File: config.mk
export PLATFORM = sky130hd
export DESIGN_NAME = pair_shifter
export DESIGN_NICKNAME = d
export VERILOG_FILES = /design/src/rtl/pair_shifter_pkg.sv /design/src/rtl/shift_step_counter.sv /design/src/rtl/shift_control.sv /design/src/rtl/pair_datapath.sv /design/src/rtl/pair_shifter.sv
export SDC_FILE = /design/constraint.sdc
export NUM_CORES = 1
export LEC_CHECK = 0
export CAP_MARGIN = 0
export CORE_ASPECT_RATIO = 1.2
export CORE_MARGIN = 2
export CORE_UTILIZATION = 23
export DETAILED_ROUTE_END_ITERATION = 16
export MAX_ROUTING_LAYER = met4
export PLACE_DENSITY = 0.53
export SETUP_SLACK_MARGIN = 0.3
export SLEW_MARGIN = 20
export SYNTH_ARGS = -nofsm -noshare
export SYNTH_HDL_FRONTEND = slang
export SYNTH_HIERARCHICAL = 1
export SYNTH_SLANG_ARGS = --single-unit
File: constraint.sdc
create_clock -name clk -period 1.44 [get_ports clk]
set_clock_uncertainty 0.05 [all_clocks]
set_input_delay 0.288 -clock clk [delete_from_list [all_inputs] [get_ports clk]]
set_output_delay 0.288 -clock clk [all_outputs]
set_load 0.01 [all_outputs]
File: src/rtl/pair_shifter_pkg.sv
package pair_shifter_pkg;

    localparam int HALF_W = 32;
    localparam int CNT_W  = 6;

    typedef enum logic [1:0] {
        ST_IDLE   = 2'd0,
        ST_SHIFT  = 2'd1,
        ST_FINISH = 2'd2
    } shift_state_t;

    typedef enum logic {
        MODE_ROTATE = 1'b0,
        MODE_ARITH  = 1'b1
    } shift_mode_t;

endpackage

File: src/rtl/shift_step_counter.sv
module shift_step_counter #(
    parameter int CNT_W = 6
) (
    input  logic             clk,
    input  logic             rst_n,
    input  logic             load,
    input  logic [CNT_W-1:0] init,
    input  logic             advance,
    output logic             last
);
    localparam logic [CNT_W-1:0] TOP = {CNT_W{1'b1}};

    logic [CNT_W-1:0] cnt_q;

    always_ff @(posedge clk or negedge rst_n) begin
        if (!rst_n) begin
            cnt_q <= '0;
        end else if (load) begin
            cnt_q <= init;
        end else if (advance) begin
            cnt_q <= cnt_q + 1'b1;
        end
    end

    // the step taken from the all-ones value wraps the counter to zero
    assign last = (cnt_q == TOP);
endmodule

File: src/rtl/shift_control.sv
module shift_control
    import pair_shifter_pkg::*;
(
    input  logic clk,
    input  logic rst_n,
    input  logic start,
    input  logic last,
    output logic accept,
    output logic step_en,
    output logic busy,
    output logic done
);
    shift_state_t state_q, state_d;

    always_ff @(posedge clk or negedge rst_n) begin
        if (!rst_n) begin
            state_q <= ST_IDLE;
        end else begin
            state_q <= state_d;
        end
    end

    always_comb begin
        state_d = state_q;
        unique case (state_q)
            ST_IDLE:   if (start) state_d = ST_SHIFT;   // GO
            ST_SHIFT:  if (last)  state_d = ST_FINISH;  // LAST (else STEP)
            ST_FINISH: state_d = ST_IDLE;               // RETIRE
            default:   state_d = ST_IDLE;
        endcase
    end

    always_comb begin
        accept  = 1'b0;
        step_en = 1'b0;
        busy    = 1'b1;
        done    = 1'b0;
        unique case (state_q)
            ST_IDLE: begin
                busy   = 1'b0;
                accept = start;
            end
            ST_SHIFT:  step_en = 1'b1;
            ST_FINISH: done    = 1'b1;
            default:   busy    = 1'b0;
        endcase
    end
endmodule

File: src/rtl/pair_datapath.sv
module pair_datapath
    import pair_shifter_pkg::*;
#(
    parameter int W = 32
) (
    input  logic         clk,
    input  logic         rst_n,
    input  logic         load,
    input  logic [W-1:0] load_a,
    input  logic [W-1:0] load_r,
    input  logic         accept,
    input  logic         mode_in,
    input  logic         step_en,
    output logic         mode_q,
    output logic [W-1:0] a_q,
    output logic [W-1:0] r_q
);
    logic [W-1:0] a_nx, r_nx;

    // per-bit next values: both halves move right, the boundary bits cross over
    for (genvar i = 0; i < W - 1; i++) begin : g_bits
        assign r_nx[i] = r_q[i+1];
        assign a_nx[i] = a_q[i+1];
    end
    assign r_nx[W-1] = a_q[0];
    assign a_nx[W-1] = (mode_q == MODE_ARITH) ? a_q[W-1] : r_q[0];

    always_ff @(posedge clk or negedge rst_n) begin
        if (!rst_n) begin
            a_q    <= '0;
            r_q    <= '0;
            mode_q <= MODE_ROTATE;
        end else begin
            if (accept) begin
                mode_q <= mode_in;
            end
            if (load) begin
                a_q <= load_a;
                r_q <= load_r;
            end else if (step_en) begin
                a_q <= a_nx;
                r_q <= r_nx;
            end
        end
    end
endmodule

File: src/rtl/pair_shifter.sv
module pair_shifter
    import pair_shifter_pkg::*;
(
    input  logic              clk,
    input  logic              rst_n,
    input  logic              start,
    input  logic              mode,
    input  logic [CNT_W-1:0]  count,
    input  logic              load_en,
    input  logic [HALF_W-1:0] load_a,
    input  logic [HALF_W-1:0] load_r,
    output logic [HALF_W-1:0] acc_a,
    output logic [HALF_W-1:0] ext_r,
    output logic              busy,
    output logic              done
);
    logic accept, step_en, last, mode_q, load_ok;

    assign load_ok = load_en && !busy;

    shift_control u_ctl (
        .clk     (clk),
        .rst_n   (rst_n),
        .start   (start),
        .last    (last),
        .accept  (accept),
        .step_en (step_en),
        .busy    (busy),
        .done    (done)
    );

    shift_step_counter #(.CNT_W(CNT_W)) u_cnt (
        .clk     (clk),
        .rst_n   (rst_n),
        .load    (accept),
        .init    (count),
        .advance (step_en),
        .last    (last)
    );

    pair_datapath #(.W(HALF_W)) u_dp (
        .clk     (clk),
        .rst_n   (rst_n),
        .load    (load_ok),
        .load_a  (load_a),
        .load_r  (load_r),
        .accept  (accept),
        .mode_in (mode),
        .step_en (step_en),
        .mode_q  (mode_q),
        .a_q     (acc_a),
        .r_q     (ext_r)
    );
endmodule

==> results.toml, run 1 <==
[floorplan]
initial_core_util_pct = 23.61
chipWidth_um = 117.6
core-area_um2 = 15080
std_cell_rows = 49
num_io_pins = 141
die_area_um2 = 16500
die_h_um = 140.3

[synth]
synth.top_cells.by_area = "dfrtp_1 51%, mux2i_1 18%, o21ai_1 8.4%"
synth.distinct_cells = 29
avgSynthCellArea_um2 = 10.73
yosysSeqAreaShare_pct = 51.30
synth_top_cell_by_area = "dfrtp_1"
synth-seq-cells = 73
yosys_most_used_dff = "dfrtp_1"
synth_cells = 332
yosysTopAreaCellShare_pct = 51.30
syn-cell-area_um2 = 3561
synthArstFlopShare_pct = 100.0
synth_fp_nets = 412
ys_warn_count = 6
synth_edf_count = 0

[cells_and_area]
syn2layout_area_growth_pct = 81.17
antennaDiodeCount = 0
finalInstanceArea_um2 = 6451
nets = 661
final_core_util_pct = 42.77
drive_above_1_share_pct = 40.00

[routing]
routed_via_density = 4.270
drcViolationCount = 0
wirelength_um = 11860
dr.pass1.iters = 6
vias = 3369
drtAntennaViolNets = 0
drt-initial-drc-count = 172
wire_per_inst_um = 15.03

[status]
violations = "negative setup slack"
status = "finished with violations"

[sta]
setup_slack_ns = -0.09922
rsz0062_at_grt = "true"
final_hold_viol_count = 0
whs_ns = 0.3579
tightestPinTransition_ns = 0.3684
setup_viol = 72
fin_crit_sh_pct = 106.9
report.final.slew_viol_count = 0
layout_min_cycle_time_ns = 1.539
relSlewSlack_pct = 75.44
fmax_ghz = 0.6497

[clock_tree]
htree_levels = 3
cts_tree = "yes"
numClockSinks = 73
insertion_delay_ns = 0.34
clockRootBuffer = "clkbuf_16"
cts_made_buffers = 9
clk_pin_slew_ns = 0.06
cts_max_path_buffers = 2

[global_routing]
grt_util_all_layers_pct = 14.47
grt_pass1_vias = 3520
antenna_found_initial = 0
grt_max_degree = 32
grt-ovfl-total = 0
grt_pass1_wl_um = 18330

[power]
p_clk_share_pct = 15.1
powerDensity_nw_per_um2 = 2336
share_seq_of_total_power_pct = 24.7
ir_drop_mv = 0.8246
internal-power_uw = 9684
leakage_uw = 0.003056
switching_share_pct = 35.74
netSwitchingPower_uw = 5386
power_frac_comb_pct = 60.2
power_uw = 15070

[place]
pre_cts_ws_ns = -0.1633
postPlaceCellArea_um2 = 5390
portBuffers = 140
place.gp.congestion = 0.7142
dpl.hpwl_um = 7230

[critical_path]
crit_buf_inv = 3
end_kind = "flop"
slowest_stage = "or4bb_1"
critPathKind = "reg2reg"
critical-path-top-delay-family = "simple AND/OR/NAND/NOR gates"
slowest_delay_ns = 0.40
arrival_ns = 1.73
critPathRequiredTime_ns = 1.63
worstSetupStartpointType = "flop"
crit_chain = "inv_2 -> buf_6 -> ha_4 -> buf_8 -> or4bb_1 -> o311ai_1"
cp_max_fo = 6

[run]
drv_cap = 0

[min_path]
hp-class = "in2async"
==> synth_stat cells (2+ instances only) <==
cell type and count:
buf_12 6, o21ai_1 60, o21ai_0 10, xor2_1 3, ha_1 5, buf_2 11, dfrtp_1 73, clkbuf_1 3
nor2_1 2, inv_1 5, nand2_1 72, mux2i_1 64, nor2b_4 2
==> final timing paths <==
| kind | startpoint | end | slack [ns] | cells after the start |
|---|---|---|---|---|
| min in group clk | load_r[15] | u_dp/r_q[15] | 0.44 | 3 |
| hold reg to reg | u_dp/mode_q | u_dp/mode_q | 0.50 | 1 |
| max in group asynchronous | rst_n | u_dp/a_q[13] | 0.49 | 3 |
| setup reg to reg | u_ctl/state_q[1] | u_dp/a_q[31] | -0.1 | 6 |
| hold / removal | rst_n | u_dp/r_q[10] | 0.36 | 2 |
| setup / recovery | u_ctl/state_q[1] | u_dp/a_q[31] | -0.1 | 6 |
==> worst register-to-register path: stages, from the launching register on <==
cell      delay [ns]
dfrtp_1         0.38
inv_2           0.09
buf_6           0.11
ha_4            0.18
buf_8           0.15
or4bb_1         0.40
o311ai_1        0.08
==> power groups by stage <==
stage	combinational, uW	clock [uW]	sequential (uW)
final	9070	2270	3730
after floorplan	3550	0	4230
after CTS	8150	2340	3710
after global placement	6680	0	3910
after global routing	9820	2460	3850
after detailed placement	6780	0	3950
==> layer usage <==
metal	track usage, %	wire length, um
met1	17.00	5047
met2	24.01	6084
met3	4.275	588
met4	4.439	134
met5	-	0
==> metrics by stage <==
stage	TNS [ns]	instances
2_1_floorplan	-0.04467	332
3_3_place_gp	-5.930	685
3_5_place_dp	-7.512	685
4_1_cts	-3.242	770
5_1_grt	-9.729	789
6_report	-4.079	789
==> area by class of cell <==
type / count / area (um^2)
Timing Repair Buffer: 260 / 2424
Multi-Input combinational cell: 232 / 1630
Sequential cell: 73 / 1827
Inverter: 5 / 18.77
Tap cell: 204 / 255.2
Fill cell: 1549 / 8631
Clock inverter: 3 / 40.04
Clock buffer: 12 / 256.5
==> layout by cell type (no fill, tap or decap), types with 3 or more instances in the layout <==
master and instances:
buf_2 50, xor2_1 3, buf_6 33, o21ai_2 4, buf_12 10, buf_16 3, o21ai_1 64, mux2i_1 60
nand2_2 12, nand2_1 59, mux2i_2 4, clkbuf_16 14, clkdlybuf4s50_1 73, dfrtp_1 73, inv_1 3, buf_4 83
==> registers in the layout, summed over array words and instances, names as in the netlist <==
register and flops:
u_ctl/state_q 2, u_cnt/cnt_q 6, u_dp/a_q 32, u_dp/mode_q 1, u_dp/r_q 32
==> cells by family (layout without fill, tap and decap cells) <==
kind of cell | after synthesis | after routing | share of synthesized area [%]
and+or+nand+nor | 83 | 83 | 10.12
DFF | 73 | 73 | 51.30
adders and majority gates | 5 | 5 | 1.757
buffers and inverters | 27 | 280 | 6.395
AOI/OAI and AO/OA | 74 | 74 | 10.72
muxes | 66 | 66 | 18.73
xor gates and xnor gates | 4 | 4 | 0.9840
==> timing repair <==
action                                  CTS  global route
hold endpoints to repair                 22             0
pin swaps                                 5             3
endpoints found under the setup margin  139           139
setup buffers                            65            12
gates cloned                              4             7
gates resized for setup                 305            33
hold buffers                              1             0
Note: power is estimated with default switching activity, not from simulation.
==> run 2, diff against run 1 <==
PLACE_DENSITY = 0.51   (was 0.53)
clock period = 1.6 ns   (was 1.44 ns; I/O delays follow)
==> results.toml, run 2 (synthesis results as in run 1) <==
[status]
status = "finished with violations"
violations = "negative setup slack"

[routing]
drtAntennaViolNets = 0
wirelength_um = 12120
drcViolationCount = 0
wire_per_inst_um = 15.70
drt-initial-drc-count = 102
dr.pass1.iters = 4
vias = 3250
routed_via_density = 4.210

[global_routing]
grtUsageMet1_pct = 15.87
grt-busiest-layer = "met2"
antenna_found_initial = 0
gr-usage-met3_pct = 3.624
grt_max_degree = 61
grt_pass1_wl_um = 16640
grt_util_all_layers_pct = 13.05
grt-ovfl-total = 0
grt_pass1_vias = 3195
gr-usage-met2_pct = 20.99

[floorplan]
core-area_um2 = 15080
die_h_um = 140.3
chipWidth_um = 117.6
std_cell_rows = 49
num_io_pins = 141
initial_core_util_pct = 23.61
die_area_um2 = 16500

[cells_and_area]
reg.largest.list = "u_dp/a_q x32, u_dp/r_q x32, u_cnt/cnt_q x6"
fillers = 1533
nets = 643
layout_common_cells = "73 x clkdlybuf4s50_1, 72 x dfrtp_1, 67 x buf_4, 63 x buf_2, 59 x nand2_1"
antennaDiodeCount = 0
syn2layout_area_growth_pct = 79.16
layout_commonest_cell = "clkdlybuf4s50_1"
drive_above_1_share_pct = 40.14
final_core_util_pct = 42.30

[sta]
report.final.slew_viol_count = 0
relSlewSlack_pct = 78.92
setup_slack_ns = -0.04154
layout_min_cycle_time_ns = 1.642
fmax_ghz = 0.6092
final_hold_viol_count = 0
fin_crit_sh_pct = 102.6
whs_ns = 0.3056
rsz0062_at_grt = "true"
setup_viol = 1
tightestPinTransition_ns = 0.3162

[critical_path]
cp_max_fo = 6
rr_endpoint = "u_ctl/state_q[0]"
arrival_ns = 1.80
end_kind = "flop"
rrSetupSlack_ns = -0.04
critPathRequiredTime_ns = 1.76
r2r-start = "u_ctl/state_q[1]"
worstSetupStartpointType = "flop"
critPathKind = "reg2reg"
r2r_cells = 7

[power]
ir_drop_mv = 0.7800
powerDensity_nw_per_um2 = 2104
leakage_uw = 0.002984
power_uw = 13420

[place]
portBuffers = 140
place.gp.congestion = 0.7150
dpl.hpwl_um = 7051

[clock_tree]
cts_made_buffers = 9
clk_pin_slew_ns = 0.06
cts_max_path_buffers = 2
htree_levels = 3
numClockSinks = 73
clockRootBuffer = "clkbuf_16"
cts_tree = "yes"
insertion_delay_ns = 0.33

[run]
drv_cap = 0

[min_path]
hp-class = "in2async"
[run 2: cell types whose count changed in the layout (fill, tap and decap cells not counted), sizes merged]
cell | previous run | this run
buf | 181 | 157
clkbuf | 17 | 24
[run 2: worst max-delay path by stage]
stage,from,endpoint,slack (ns)
after floorplan,u_ctl/state_q[0],u_dp/a_q[31],0.12
after global placement,load_en,u_dp/a_q[23],-0.02
after detailed placement,load_en,u_dp/a_q[26],-0.05
after CTS,u_ctl/state_q[1],u_dp/a_q[19],0.007
after global routing,u_ctl/state_q[1],u_ctl/state_q[0],-0.08
final,u_ctl/state_q[1],u_ctl/state_q[0],-0.04
[run 2: critical path: stages (launching register included)]
cell	delay [ns]
dfrtp_1	0.36
inv_2	0.07
buf_6	0.12
ha_4	0.18
buf_4	0.15
buf_4	0.13
a21oi_2	0.15
mux2_4	0.31
[run 2: cell type report]
cell class | instances | area (um^2) | area share (%)
multi-input combinational | 232 | 1714 | 26.87
inverter | 5 | 18.77 | 0.2942
timing repair buffer | 242 | 2273 | 35.63
clock inverter | 3 | 40.04 | 0.6276
sequential | 73 | 1828 | 28.65
tap | 204 | 255.2 | 4.001
clock buffer | 13 | 250.2 | 3.922
[run 2: metal layers]
| metal | routed length [um] | up-vias |
|---|---|---|
| met5 | 0 | - |
| met4 | 121 | 0 |
| met3 | 567 | 9 |
| met2 | 6191 | 91 |
| met1 | 5238 | 1537 |
| li1 | - | 1613 |
[run 2: repair_timing]
item,in CTS,in global routing
gates cloned,1,16
buffers inserted,58,10
resized for setup,265,73
setup endpoints to repair,137,76
pin swaps,1,3
hold buffers,1,0
endpoints found under the hold margin,14,0
[run 2: stage by stage]
step	cell area [um^2]	instances	worst slack, ns	TNS [ns]
4_1_cts	5728	746	0.006780	0
5_1_grt	6380	772	-0.08465	-0.5004
3_3_place_gp	5248	670	-0.01774	-0.1310
3_5_place_dp	5248	670	-0.05418	-0.4938
2_1_floorplan	3633	332	0.1153	0
6_report	6380	772	-0.04154	-0.04154
[run 2: report_power, final]
part           internal [uW]  switching [uW]
combinational           4510            3570
sequential              2780             579
clock                   1250             732
total                   8540            4880
